### config.mk
export PLATFORM = sky130hd
export DESIGN_NAME = io_stall_ctrl
export DESIGN_NICKNAME = d
export VERILOG_FILES = /design/src/rtl/io_stall_pkg.sv /design/src/rtl/io_dir_decode.sv /design/src/rtl/resume_merge.sv /design/src/rtl/run_gate.sv /design/src/rtl/io_stall_ctrl.sv
export SDC_FILE = /design/constraint.sdc
export NUM_CORES = 1
export LEC_CHECK = 0
export ABC_AREA = 1
export BUFFER_PORTS_ARGS = -buffer_cell sky130_fd_sc_hd__buf_2
export CAP_MARGIN = 15
export CORE_AREA = 5 5 42 44
export CTS_CLUSTER_DIAMETER = 80
export CTS_CLUSTER_SIZE = 24
export DETAILED_ROUTE_END_ITERATION = 16
export DIE_AREA = 0 0 47 49
export SYNTH_ARGS = -nofsm -noshare
export SYNTH_HDL_FRONTEND = slang
export SYNTH_HIERARCHICAL = 1
export SYNTH_SLANG_ARGS = --single-unit
### constraint.sdc
create_clock -name clk -period 1.3 [get_ports clk]
set_clock_uncertainty 0.15 [all_clocks]
set_input_delay 0.195 -clock clk [delete_from_list [all_inputs] [get_ports clk]]
set_output_delay 0.195 -clock clk [all_outputs]
set_load 0.005 [all_outputs]
### src/rtl/io_stall_pkg.sv
// Package: shared types for the I/O stall controller.
// Assumes a single-bit transfer direction coded 0 = input, 1 = output.
package io_stall_pkg;

    typedef enum logic {
        XFER_IN  = 1'b0,
        XFER_OUT = 1'b1
    } xfer_dir_e;

    // Number of directions decoded by the enable decoder.
    localparam int unsigned N_DIRS = 2;

    // Returns 1 when the given direction code selects slot idx.
    function automatic logic dir_selects(input xfer_dir_e dir, input int unsigned idx);
        return (idx == 0) ? (dir == XFER_IN) : (dir == XFER_OUT);
    endfunction

endpackage

### src/rtl/io_dir_decode.sv
// Module: io_dir_decode
// Splits the core's general I/O request into one enable per direction.
// Assumes: rst_n is the synchronous active-low reset level, sampled
// combinationally here so the enables stay low for the whole reset.
module io_dir_decode
    import io_stall_pkg::*;
(
    input  logic                rst_n,
    input  logic                io_req,
    input  logic                io_dir,
    output logic [N_DIRS-1:0]   dir_en
);

    xfer_dir_e dir_code;

    // Purpose: cast the raw direction bit to the package type.
    always_comb begin
        dir_code = xfer_dir_e'(io_dir);
    end

    for (genvar gi = 0; gi < N_DIRS; gi++) begin : g_slot
        // Purpose: raise this slot's enable only for an active request in its direction.
        always_comb begin
            dir_en[gi] = rst_n & io_req & dir_selects(dir_code, gi);
        end
    end

endmodule

### src/rtl/resume_merge.sv
// Module: resume_merge
// ORs the resume lines of N_DEV devices and reports the rising edge of
// the merged line as a one-cycle grant.
// Assumes: resume lines are synchronous to clk; the history flop clears
// in reset, so a resume held through reset yields one grant afterwards.
module resume_merge #(
    parameter int unsigned N_DEV = 2
) (
    input  logic              clk,
    input  logic              rst_n,
    input  logic [N_DEV-1:0]  dev_resume,
    output logic              merged,
    output logic              grant
);

    logic [N_DEV:0] or_chain;
    logic           merged_q;

    assign or_chain[0] = 1'b0;
    for (genvar gd = 0; gd < N_DEV; gd++) begin : g_or
        assign or_chain[gd+1] = or_chain[gd] | dev_resume[gd];
    end

    assign merged = or_chain[N_DEV];

    // Purpose: remember last cycle's merged resume for edge detection.
    always_ff @(posedge clk) begin
        if (!rst_n) merged_q <= 1'b0;
        else        merged_q <= merged;
    end

    // Purpose: a grant is a merged resume that was low in the previous cycle.
    always_comb begin
        grant = merged & ~merged_q;
    end

endmodule

### src/rtl/run_gate.sv
// Module: run_gate
// Forms the synchronous clock enable for the core's sequencing registers.
// Assumes: the core samples run_en on the rising edge of the same clk.
module run_gate (
    input  logic clk,
    input  logic rst_n,
    input  logic io_req,
    input  logic grant,
    output logic run_en
);

    logic start_q;

    // Purpose: mark the first cycle after reset so the core always starts.
    always_ff @(posedge clk) begin
        if (!rst_n) start_q <= 1'b1;
        else        start_q <= 1'b0;
    end

    // Purpose: run unless a request is pending with no fresh resume.
    always_comb begin
        if (!rst_n) run_en = 1'b1;
        else        run_en = start_q | grant | ~io_req;
    end

endmodule

### src/rtl/io_stall_ctrl.sv
// Module: io_stall_ctrl (top)
// Halts a core on an I/O request through a clock enable and restarts it
// on a device resume; decodes per-device enables.
// Assumes: one clock domain, synchronous active-low reset.
module io_stall_ctrl #(
    parameter int unsigned N_DEV = 2
) (
    input  logic             clk,
    input  logic             rst_n,
    input  logic             io_req,
    input  logic             io_dir,
    input  logic [N_DEV-1:0] dev_resume,
    output logic             in_en,
    output logic             out_en,
    output logic             run_en
);
    import io_stall_pkg::*;

    logic [N_DIRS-1:0] dir_en;
    logic              res_merged;
    logic              res_grant;

    io_dir_decode u_decode (
        .rst_n  (rst_n),
        .io_req (io_req),
        .io_dir (io_dir),
        .dir_en (dir_en)
    );

    resume_merge #(.N_DEV(N_DEV)) u_merge (
        .clk        (clk),
        .rst_n      (rst_n),
        .dev_resume (dev_resume),
        .merged     (res_merged),
        .grant      (res_grant)
    );

    run_gate u_gate (
        .clk    (clk),
        .rst_n  (rst_n),
        .io_req (io_req),
        .grant  (res_grant),
        .run_en (run_en)
    );

    assign in_en  = dir_en[XFER_IN];
    assign out_en = dir_en[XFER_OUT];

endmodule

Yosys cells after proc, flatten, opt, wreduce, memory -nomap -nowiden:

Index checks and enable logic that the tools add are counted.

* register bits: 2
* output and inout bits: 3
* bits of input ports: 6
* latch bits: 0
* RAM bits: 0
* memories kept: 0
* memory bits (read-only): 0
* logic and storage cells: 14

* reduce and logical (&&, ||, !) cells: 0
* add/subtract/negate cells: 0
* divide/modulo/power cells: 0
* multipliers: 0
* mux-type cells: 2
* shifts and indexed selects: 0
* bitwise operators: 10
* equal/unequal tests: 0
* magnitude comparators: 0

Operators with widths (number)
* 1-bit bitwise AND: 4
* 1-bit inverter: 3
* 1-bit OR: 3
* 1-bit 2-to-1 mux: 2

Logic depth before layout (Yosys ltp):

* depth in word-level cells: 5
* gate-level depth with buffers: 4
* mapped depth without buffers: 4

Hierarchy:

The synthesis kept the hierarchy.

By module, submodules not included
* resume_merge: cells each 6, area an instance 41.3 sq um, times used 1
* run_gate: cells each 6, area an instance 38.8 sq um, times used 1
* io_dir_decode: cells each 4, area an instance 15.0 sq um, times used 1

Worst setup path before layout:

No wires, ideal clock.

* path type: input to output
* from: in dev_resume[1]
* to: out run_en
* cell stages on the path: 4
* buffers on the path: 0
* slack: 449 ps
* arrival time: 506 ps
* path through: nor2_2 -> nor2_1 -> nor2_1 -> nand2_1

* longest elaborated chain between the ends: 5

RTL lines
* from (decl): RTL line io_stall_ctrl.sv:12 `input logic [N_DEV-1:0] dev_resume,`
* 1-bit OR: RTL line resume_merge.sv:21 `assign or_chain[gd+1] = or_chain[gd] | dev_resume[gd];`
* 1-bit bitwise AND: RTL line resume_merge.sv:34 `grant = merged & ~merged_q;`
* net res_grant: RTL line io_stall_ctrl.sv:21 `logic res_grant;`
* 1-bit OR (2 in series): RTL line run_gate.sv:23 `else run_en = start_q | grant | ~io_req;`
* 1-bit 2-to-1 mux: RTL line run_gate.sv:22 `if (!rst_n) run_en = 1'b1;`
* to (decl): RTL line io_stall_ctrl.sv:15 `output logic run_en`

The timed path passes the listed nets, and every way through them passes these cells.

Worst setup path in the final report:

* from: reg u_merge.merged_q
* to: out run_en

* longest elaborated chain between the ends: 5

RTL lines
* from (decl): RTL line resume_merge.sv:17 `logic merged_q;`
* from (signal assigned): RTL line resume_merge.sv:29 `else merged_q <= merged;`
* 1-bit inverter: RTL line resume_merge.sv:34
* 1-bit bitwise AND: RTL line resume_merge.sv:34
* net res_grant: RTL line io_stall_ctrl.sv:21
* 1-bit OR (2 in series): RTL line run_gate.sv:23
* 1-bit 2-to-1 mux: RTL line run_gate.sv:22

The timed path passes the listed nets, and every way through them passes these cells.

==> out/results.txt <==
outcome: completed
drc violations: 0
total CTS buffers: 3
Initial DRC Count: 1
core area: 1400 um2
root buffer cell: clkbuf_4
first-pass GRT wire length: 248 um
Rows: 14
Max Cap Viol: 0
CTS tree: built
syn avg cell area: 6.09 um2
most frequent cells in the layout: 8 x buf_2, 5 x nor2_1, 4 x inv_1
critical path's slowest cell: dfxtp_1
Synth Warn #: 6
footprint of the multi-input gates: 36.3 um2
Hold Path Class: in2reg
Ports: 9
critical path class: reg2out
Fill cells: 172
Initial Util: 0.0652
most used cell, CP: nor2_1
wire length per cell: 5.57 um
RePlAce Congestion: 0.540
Port Buffers: 8
Tot GR Track Use: 0.0197
length of the first detailed-routing pass in iterations: 3
Period minus WS final: 1.15 ns
crit-path max cell delay: 0.30 ns
max-slew violations: 0
RSZ-0062 raised after global routing: no
cell count after synthesis: 15
setup ws final: 0.145 ns
total wire length: 234 um
Tcrit/Tclk final: 0.888
CTS resizes: 0
die width: 47 um
f_max: 0.866 GHz
GRT overflow: 0
post-route ant nets: 0
CTS max path bufs: 2
H-tree Lvls: 1
initial antenna violation count: 0
largest net degree at the start of global routing: 5
crit path max fanout: 1
required time of the worst setup path: 0.95 ns
CP Capture Type: primary output
Worst-path clk slew: 0.03 ns
syn_nets: 21
IR drop worst, VDD: 124 uV
Vias/cell: 3.00
nets@finish: 34
dpl ws: 0.238 ns
CTS hold repair buffers: 0
number of global-route vias before repair: 84
ant diodes: 0
P_leak: 0.104 nW
crit path DAT: 0.81 ns
CP Launch Type: flip-flop
crit-path cells: nor2_1 > nor2_1 > nand2_1 > buf_2
die area: 2300 um2
DP Wirelength: 203 um
slew margin rel.: 0.938
most common cell after layout, fill and taps aside: buf_2
synthesis-to-finish area growth: 90.4%
Die Ht: 49 um
setup_tns: 0 ns
Mapped Area: 91.3 um2
routed vias: 126
# setup viols final: 0
final hold vios: 0
PwrDens: 1270 nW/um2
Clock Sinks: 2
layout cells sized above 1: 0.462
post-CTS setup buffer count: 0
actual slew at the worst max-slew pin: 0.0926 ns
Seq. cell area: 40.0 um2
-- report_power, final --
part           switching, mW  internal (mW)  total [mW]
combinational         0.0110         0.0118      0.0228
clock                 0.0297          0.101       0.131
sequential          0.000896         0.0657      0.0665
total                 0.0416          0.179       0.220
-- layer usage --
| layer | track usage | routed length [um] | up-vias |
|---|---|---|---|
| met4 | 0.0415 | 6 | 0 |
| met5 | 0 | 0 | - |
| met1 | 0.00654 | 63 | 51 |
| li1 | - | - | 64 |
| met2 | 0.0226 | 91 | 9 |
| met3 | 0.0221 | 72 | 2 |
-- sequential cells by signal (all words and copies together) (netlist names) --
| name | cells |
|---|---|
| u_gate/start_q | 1 |
| u_merge/merged_q | 1 |
-- final timing paths --
path | startpoint | cells after the start | to | slack [ns]
worst max-delay path | u_merge/merged_q | 4 | run_en | 0.15
worst min-delay path | rst_n | 2 | u_gate/start_q | 0.02
-- final cells by class --
type	count	area share
sequential	2	0.230
tap	16	0.115
clock buffer	3	0.129
inverter	4	0.0863
multi-input combinational	9	0.209
timing repair buffer	8	0.230
-- critical path, delay by kind of cell, from the launching register on --
family        cells  cell delay, ns
flops             1            0.30
simple gates      3            0.18
buf+inv           1            0.12
-- stage by stage --
step                      hold WS, ns  cells  cell area (um2)  total power, mW   util
final                          0.0206     42              174            0.220  0.124
after global routing           0.0264     42              174            0.237  0.124
after global placement          0.241     39              151           0.0898  0.108
after CTS                      0.0149     42              174            0.231  0.124
after floorplan                 0.102     15             91.3           0.0768      -
after detailed placement        0.246     39              151           0.0908  0.108
(Power assumes the default switching activity.)
